[src/rtl/spi_cmd_pkg.sv]
package spi_cmd_pkg;
  localparam int WORD_W   = 16;
  localparam int ADDR_W   = 3;
  localparam int DATA_W   = 12;
  localparam int NUM_REGS = 6;

  typedef struct packed {
    logic              wd;
    logic [ADDR_W-1:0] addr;
    logic [DATA_W-1:0] data;
  } cmd_t;
endpackage

[src/rtl/spi_cmd_edge.sv]
module spi_cmd_edge (
  input  logic clk_i,
  input  logic rst_ni,
  input  logic cs_ni,
  input  logic sclk_i,
  output logic cs_q_o,
  output logic cs_fall_o,
  output logic cs_rise_o,
  output logic sclk_rise_o,
  output logic sclk_fall_o
);
  logic cs_q, sclk_q, active;

  always_ff @(posedge clk_i or negedge rst_ni) begin
    if (!rst_ni) begin
      cs_q   <= 1'b1;
      sclk_q <= 1'b0;
    end else begin
      cs_q   <= cs_ni;
      sclk_q <= sclk_i;
    end
  end

  // serial edges count only inside a settled window
  assign active      = !cs_ni && !cs_q;
  assign sclk_rise_o = active && sclk_i && !sclk_q;
  assign sclk_fall_o = active && !sclk_i && sclk_q;
  assign cs_fall_o   = !cs_ni && cs_q;
  assign cs_rise_o   = cs_ni && !cs_q;
  assign cs_q_o      = cs_q;
endmodule

[src/rtl/spi_cmd_shift.sv]
module spi_cmd_shift #(
  parameter int WORD_W = spi_cmd_pkg::WORD_W
) (
  input  logic              clk_i,
  input  logic              rst_ni,
  input  logic              cs_ni,
  input  logic              cs_fall_i,
  input  logic              cs_rise_i,
  input  logic              sclk_rise_i,
  input  logic              sclk_fall_i,
  input  logic              si_i,
  input  logic [WORD_W-1:0] status_i,
  output logic              so_bit_o,
  output logic [WORD_W-1:0] word_o,
  output logic              commit_o
);
  localparam int CNT_W = $clog2(WORD_W);
  localparam logic [CNT_W-1:0] CNT_LAST = CNT_W'(WORD_W - 1);

  logic [WORD_W-1:0] rx_q, tx_q;
  logic [CNT_W-1:0]  cnt_q;
  logic              full_q;

  always_ff @(posedge clk_i or negedge rst_ni) begin
    if (!rst_ni) begin
      rx_q   <= '0;
      tx_q   <= '0;
      cnt_q  <= '0;
      full_q <= 1'b0;
    end else if (cs_fall_i) begin
      tx_q   <= status_i;
      cnt_q  <= '0;
      full_q <= 1'b0;
    end else begin
      if (sclk_rise_i) begin
        rx_q <= {rx_q[WORD_W-2:0], si_i};
        if (cnt_q == CNT_LAST) begin
          cnt_q  <= '0;
          full_q <= 1'b1;
        end else begin
          cnt_q <= cnt_q + 1'b1;
        end
      end
      // pass the newest sampled bit down the out-chain
      if (sclk_fall_i) tx_q <= {tx_q[WORD_W-2:0], rx_q[0]};
    end
  end

  assign so_bit_o = tx_q[WORD_W-1];
  assign word_o   = rx_q;
  assign commit_o = cs_rise_i && full_q && (cnt_q == '0);

  assert_rx_idle_R11: assert property (@(posedge clk_i) disable iff (!rst_ni)
    cs_ni |=> $stable(rx_q));
endmodule

[src/rtl/spi_cmd_regfile.sv]
module spi_cmd_regfile #(
  parameter int NUM_REGS = spi_cmd_pkg::NUM_REGS,
  parameter int ADDR_W   = spi_cmd_pkg::ADDR_W,
  parameter int DATA_W   = spi_cmd_pkg::DATA_W
) (
  input  logic                              clk_i,
  input  logic                              rst_ni,
  input  logic                              commit_i,
  input  spi_cmd_pkg::cmd_t                 cmd_i,
  output logic [NUM_REGS-1:0][DATA_W-1:0]   regs_o,
  output logic [NUM_REGS-1:0]               wr_stb_o,
  output logic                              wd_toggle_o
);
  localparam logic [ADDR_W:0] NREG = (ADDR_W+1)'(NUM_REGS);

  logic [NUM_REGS-1:0][DATA_W-1:0] regs_q;
  logic [NUM_REGS-1:0]             sel, stb_q;
  logic                            addr_ok, wd_prev_q, wd_tgl_q;

  assign addr_ok = ({1'b0, cmd_i.addr} < NREG);

  for (genvar i = 0; i < NUM_REGS; i++) begin : g_sel
    assign sel[i] = commit_i && addr_ok && (cmd_i.addr == ADDR_W'(i));
  end

  always_ff @(posedge clk_i or negedge rst_ni) begin
    if (!rst_ni) begin
      regs_q    <= '0;
      stb_q     <= '0;
      wd_prev_q <= 1'b0;
      wd_tgl_q  <= 1'b0;
    end else begin
      stb_q    <= sel;
      wd_tgl_q <= commit_i && (cmd_i.wd != wd_prev_q);
      if (commit_i) wd_prev_q <= cmd_i.wd;
      for (int i = 0; i < NUM_REGS; i++) begin
        if (sel[i]) regs_q[i] <= cmd_i.data;
      end
    end
  end

  assign regs_o      = regs_q;
  assign wr_stb_o    = stb_q;
  assign wd_toggle_o = wd_tgl_q;

  assert_stb_onehot_R5: assert property (@(posedge clk_i) disable iff (!rst_ni)
    $onehot0(stb_q));
  assert_stb_pulse_R5: assert property (@(posedge clk_i) disable iff (!rst_ni)
    (stb_q != '0) |=> (stb_q == '0));
  assert_reg_hold_R3: assert property (@(posedge clk_i) disable iff (!rst_ni)
    (stb_q == '0) |-> $stable(regs_q));
  assert_bad_addr_R4: assert property (@(posedge clk_i) disable iff (!rst_ni)
    (commit_i && !addr_ok) |=> (stb_q == '0));
endmodule

[src/rtl/spi_cmd_rx.sv]
module spi_cmd_rx #(
  parameter int WORD_W   = spi_cmd_pkg::WORD_W,
  parameter int NUM_REGS = spi_cmd_pkg::NUM_REGS,
  parameter int DATA_W   = spi_cmd_pkg::DATA_W
) (
  input  logic                         clk_i,
  input  logic                         rst_ni,
  input  logic                         cs_ni,
  input  logic                         sclk_i,
  input  logic                         si_i,
  input  logic [WORD_W-1:0]            status_i,
  output logic                         so_o,
  output logic                         so_oe_o,
  output logic [NUM_REGS*DATA_W-1:0]   regs_o,
  output logic [NUM_REGS-1:0]          wr_stb_o,
  output logic                         wd_toggle_o
);
  logic cs_q, cs_fall, cs_rise, sclk_rise, sclk_fall, so_bit, commit;
  logic [WORD_W-1:0] word;
  logic [NUM_REGS-1:0][DATA_W-1:0] regs;
  spi_cmd_pkg::cmd_t cmd;

  spi_cmd_edge u_edge (
    .clk_i, .rst_ni, .cs_ni, .sclk_i,
    .cs_q_o(cs_q), .cs_fall_o(cs_fall), .cs_rise_o(cs_rise),
    .sclk_rise_o(sclk_rise), .sclk_fall_o(sclk_fall)
  );

  spi_cmd_shift #(.WORD_W(WORD_W)) u_shift (
    .clk_i, .rst_ni, .cs_ni,
    .cs_fall_i(cs_fall), .cs_rise_i(cs_rise),
    .sclk_rise_i(sclk_rise), .sclk_fall_i(sclk_fall),
    .si_i, .status_i,
    .so_bit_o(so_bit), .word_o(word), .commit_o(commit)
  );

  assign cmd = spi_cmd_pkg::cmd_t'(word);

  spi_cmd_regfile #(.NUM_REGS(NUM_REGS), .DATA_W(DATA_W)) u_regs (
    .clk_i, .rst_ni, .commit_i(commit), .cmd_i(cmd),
    .regs_o(regs), .wr_stb_o, .wd_toggle_o
  );

  assign regs_o  = regs;
  assign so_oe_o = !cs_q;
  assign so_o    = so_oe_o & so_bit;
endmodule

[config.mk]
export PLATFORM = sky130hd
export DESIGN_NAME = spi_cmd_rx
export DESIGN_NICKNAME = d
export VERILOG_FILES = /design/src/rtl/spi_cmd_pkg.sv /design/src/rtl/spi_cmd_edge.sv /design/src/rtl/spi_cmd_shift.sv /design/src/rtl/spi_cmd_regfile.sv /design/src/rtl/spi_cmd_rx.sv
export SDC_FILE = /design/constraint.sdc
export NUM_CORES = 1
export LEC_CHECK = 0
export BUFFER_PORTS_ARGS = -buffer_cell sky130_fd_sc_hd__buf_2
export CAP_MARGIN = 30
export CORE_ASPECT_RATIO = 1.1
export CORE_MARGIN = 4
export CORE_UTILIZATION = 45
export DETAILED_ROUTE_END_ITERATION = 16
export GPL_ROUTABILITY_DRIVEN = 0
export PLACE_DENSITY = 0.68
export SKIP_LAST_GASP = 1
export SYNTH_ARGS = -nofsm -noshare
export SYNTH_HDL_FRONTEND = slang
export SYNTH_SLANG_ARGS = --single-unit
[constraint.sdc]
create_clock -name clk_i -period 3.9 [get_ports clk_i]
set_input_delay 1.17 -clock clk_i [delete_from_list [all_inputs] [get_ports clk_i]]
set_output_delay 1.17 -clock clk_i [all_outputs]
set_load 0.02 [all_outputs]
After elaboration in Yosys (flattened, before gate mapping)

Cells that the tools add are included.

Bits in registers: 119
Latch bits: 0
Memory bits (writable): 0
Memory bits (read-only): 0
Input bits: 21
Output and inout bits: 81
Logic and storage cells: 62
Memories kept: 0

$add $sub $neg: 1
Multipliers: 0
Divide/modulo/power cells: 0
$lt $le $gt $ge: 1
Equality and inequality tests: 7
Shift operators: 0
Multiplexer cells: 8
Bitwise operators: 2
Reductions and logical operators: 28

Operators by type and width:

| operator                                       | number |
|---|---|
| 2-to-1 mux 16 bit                              | 2 |
| logical AND 1 bit                              | 17 |
| 2-to-1 mux 4 bit                               | 3 |
| == test 3 x 2 -> 1 bit (second input constant) | 2 |
| == test 3 bit (second input constant)          | 2 |
| nonzero test 2 bit                             | 3 |
| adder 4 x 1 -> 4 bit (second input constant)   | 1 |
| == test 4 bit (second input constant)          | 1 |
| logical NOT 1 bit                              | 4 |
| logical NOT 4 bit                              | 1 |
| AND reduction 2 bit                            | 2 |
| == test 3 x 1 -> 1 bit (second input constant) | 1 |
| logical NOT 3 bit                              | 1 |
| < comparator 3 bit (second input constant)     | 1 |
| 2-to-1 mux 1 bit                               | 3 |
| AND 1 bit                                      | 1 |
| != test 1 bit                                  | 1 |
| inverter 1 bit                                 | 1 |

Logic depth before layout (Yosys ltp)

Depth after elaboration: 6
Depth in mapped cells: 7
Gate-level depth less buffers: 5

Modules after synthesis

A second synthesis with hierarchy kept.

Cells, all modules: 308
Area total of the unflattened synthesis: 4770.8 µm²

Modules (own cells, without submodules):

| module          | instances | cells each | area each (µm²) | sequential area each (µm²) |
|---|---|---|---|---|
| spi_cmd_regfile | 1         | 169        | 3005.4          | 2001.9 |
| spi_cmd_shift   | 1         | 131        | 1656.6          | 925.9 |
| spi_cmd_edge    | 1         | 6          | 98.8            | 51.3 |
| spi_cmd_rx      | 1         | 2          | 10.0            | 0.0 |

Worst setup path before layout

No wires, ideal clock.

Path type: in2reg
Start: input cs_ni
End: register u_regs.regs_q, in the netlist u_regs.regs_o[10]
Library setup time: 0.125 ns
Arrival: 2.216 ns
Required time: 3.775 ns
Setup slack: 1.559 ns
Cell stages on the path: 5
Path buffers: 2
Cell sequence: and4b_1 -> buf_6 -> and4b_4 -> buf_6 -> mux2_4

Word-level cells in the longest chain between the ends: 5

RTL lines:

| element                        | RTL line              | RTL |
|---|---|---|
| start: declaration             | spi_cmd_rx.sv:8       | `input logic cs_ni,` |
| logical AND 1 bit              | spi_cmd_edge.sv:29    | `assign cs_rise_o = cs_ni && !cs_q;` |
| logical AND 1 bit (2 in a row) | spi_cmd_shift.sv:51   | `assign commit_o = cs_rise_i && full_q && (cnt_q == '0);` |
| logical AND 1 bit (2 in a row) | spi_cmd_regfile.sv:23 | `assign sel[i] = commit_i && addr_ok && (cmd_i.addr == ADDR_W'(i));` |
| end signal: indexed assignment | spi_cmd_regfile.sv:37 | `if (sel[i]) regs_q[i] <= cmd_i.data;` |
| end: declaration               | spi_cmd_regfile.sv:16 | `logic [NUM_REGS-1:0][DATA_W-1:0] regs_q;` |

Every way passes these cells.
A chain may end at the register's enable or synchronous reset.

Worst setup path after layout

Start: input cs_ni
End: register u_regs.regs_q, in the netlist u_regs.regs_o[71]

The elaborated chain is that of the path after synthesis.

==> results.yml <==
pwr:
  p_clk_share_pct: 52.9
  p_per_area_nw_per_um2: 514.7
  pwr-share-seq_pct: 43.3
  power_switching_uw: 645.2
  ir_drop_mv: 0.2822
  combPwrFrac_pct: 3.8
  leakage_uw: 0.003386
  internal_power_uw: 2482
  switching_share_pct: 20.63
cts:
  htreeDepth: 4
  post_cts_buffers: 0
  cts.clk_slew.worst_paths_ns: 0.05
  cts-root-buf: "clkbuf_16"
  cts.sinks: 119
  ctsResizeCount: 0
  clockBufferDepth: 2
  numCtsBuffers: 17
  clock_latency_ns: 0.40
  ctsHoldBuffers: 0
  cts_tree: "yes"
die:
  die_x_um: 106.4
  start_util_pct: 46.13
  core-area_um2: 10390
  dieArea_um2: 12370
  die_h_um: 116.3
  rows: 39
  io_pins: 102
cells_and_area:
  final_nets: 436
  n_fill_cell: 867
  antenna_cells: 0
  seq_area_um2: 2979
  multiInputGateArea_um2: 1699
  syn_to_final_growth_pct: 26.72
  layout-drive-gt1-share_pct: 55.06
synth:
  synth.top_cell.area_share_pct: 61.59
  synth.avg_cell_area_um2: 15.82
  synthFlopType: "dfrtp_1"
  synth.distinct_cells: 35
  synth.ff_latch_count: 119
  synth_edf_count: 0
  yosysTopAreaCell: "dfrtp_1"
  ys_warn_count: 0
  synth_most_common_cell: "dfrtp_1"
  synthCells: 303
  syn-cell-area_um2: 4795
  synth_seq_area_share_pct: 62.13
  synthTopCellsByCount: "118 x dfrtp_1, 67 x mux2_2, 20 x mux2_4"
  ys_top_cells_by_area: "dfrtp_1 62%, mux2_2 16%, mux2_4 6.3%"
  async_reset_ff_share_pct: 100.0
  syn_nets: 326
timing:
  post-route-period-util_pct: 66.22
  fin_ws_ns: 1.317
  tightest_slew_ns: 0.9592
  setup_tns_ns: 0
  rsz0062_at_grt: "false"
  final_max_slew_viol_count: 0
  max_freq_mhz: 387.2
  relSlewSlack_pct: 35.82
  finalWorstPathRequiredPeriod_ns: 2.583
  fin_skew_ns: 0.005800
  finalSetupViolations: 0
  final_hold_viol_count: 0
critical_path:
  crit_arrival_ns: 2.86
  slowest_delay_ns: 0.54
  crit_required_ns: 4.18
  crit_chain: "buf_2 -> and4b_1 -> nand4_2 -> mux2_1"
  crit_path_start_kind: "input pin"
  slowest_stage: "nand4_2"
  crit_fanout: 12
  crit_path_end_kind: "register"
  crit_type: "in2reg"
grt:
  antenna_found_initial: 0
  grt_max_degree: 82
  grt_overflow_total: 0
  grt.total_usage_pct: 17.60
  grt_pass1_vias: 3084
  grt_pass1_wl_um: 16630
detailed_routing:
  via_count: 2895
  drtAntennaViolNets: 0
  first_pass_iters: 4
  wl_per_cell_um: 17.66
  vias_per_cell: 5.097
  first_iter_violations: 111
  wl_um: 10030
  drc: 0
job:
  cap_violations: 0
hold_path:
  holdCritPathClass: "reg2reg"
place:
  dpl.hpwl_um: 6781
  preCtsSetupSlack_ns: 0.8978
  portBuffers: 101
run_status:
  status: "completed"
==> path summary, 6_finish.rpt <==
path	start	to	slack, ns	depth (start not counted)
max	cs_ni	u_regs.regs_o[71]	1.32	4
min	u_shift.tx_q[14]	u_shift.tx_q[14]	0.48	1
max reg2reg	u_shift.cnt_q[0]	u_regs.regs_o[71]	1.62	5
min reg2reg	u_shift.tx_q[14]	u_shift.tx_q[14]	0.48	1
max in group asynchronous	rst_ni	u_edge.cs_q_o	2.35	2
min in group asynchronous	rst_ni	u_regs.regs_o[65]	0.74	1
==> power groups by stage <==
stage	clock network, uW	registers, uW	logic, uW
floorplan	0	1350	70.9
global placement	0	1370	117
detailed placement	0	1370	122
CTS	1690	1350	123
global route	1760	1360	135
finish	1660	1350	119
==> layout by cell type (no fill, tap or decap), types with 2 or more instances in the layout <==
cell type	instances
dfrtp_1	118
mux2_2	67
and4b_4	2
nor2_1	6
buf_2	100
nor2b_1	3
nand4_2	2
clkbuf_8	8
mux2_4	20
a22o_1	15
clkbuf_16	17
mux2_1	3
a21o_1	15
o21ai_0	3
inv_1	6
nor4b_4	2
nand2_1	6
clkinvlp_4	2
bufinv_16	3
a41oi_1	2
nand3_1	3
buf_4	4
ha_1	2
==> final cells by class <==
cell class / count / area share [%]
flip-flops and latches: 119 / 49.03
clock inverters: 6 / 1.812
inverters: 6 / 0.3707
clock buffers: 25 / 8.814
well taps: 143 / 2.945
repair buffers: 105 / 9.061
multi-input cells: 164 / 27.97
==> routing by layer <==
metal	part of all wire, %	GRT usage (%)	vias to the layer above
met5	0	0	-
li1	-	-	1322
met3	6.3	6.633	7
met4	0.92	5.541	0
met1	44	22.85	1482
met2	48	27.76	84
==> worst max-delay path: cells and delay by family <==
family / cells / cell delay, ns
buffers and inverters: 1 / 0.17
muxes: 1 / 0.50
and+or+nand+nor: 2 / 1.02
==> cell families after synthesis <==
kind of cell    synth area share, %
flops                         62.13
buf+inv                       2.427
mux                           22.91
fa+ha+maj                    0.5218
simple gates                  5.585
compound gates                6.237
xor+xnor                     0.1827
==> sequential cells by signal, summed over array words and instances (netlist names) <==
register	flops
u_shift.full_q	1
u_regs.regs_o	72
u_regs.wd_toggle_o	1
u_edge.sclk_q	1
u_shift.word_o	16
u_shift.tx_q	16
u_shift.cnt_q	4
u_regs.wd_prev_q	1
u_regs.wr_stb_o	6
u_edge.cs_q_o	1
==> through the flow <==
step | utilization [%] | cell area [um^2] | hold slack (ns) | instances | power [uW]
2_1_floorplan | - | 4795 | 0.4428 | 303 | 1418
3_3_place_gp | 52.25 | 5430 | 0.4602 | 537 | 1489
3_5_place_dp | 52.25 | 5430 | 0.4683 | 537 | 1496
4_1_cts | 58.46 | 6076 | 0.4853 | 568 | 3167
5_1_grt | 58.46 | 6076 | 0.5084 | 568 | 3254
6_report | 58.46 | 6076 | 0.4805 | 568 | 3127
Power figures use the tool's default switching activity.
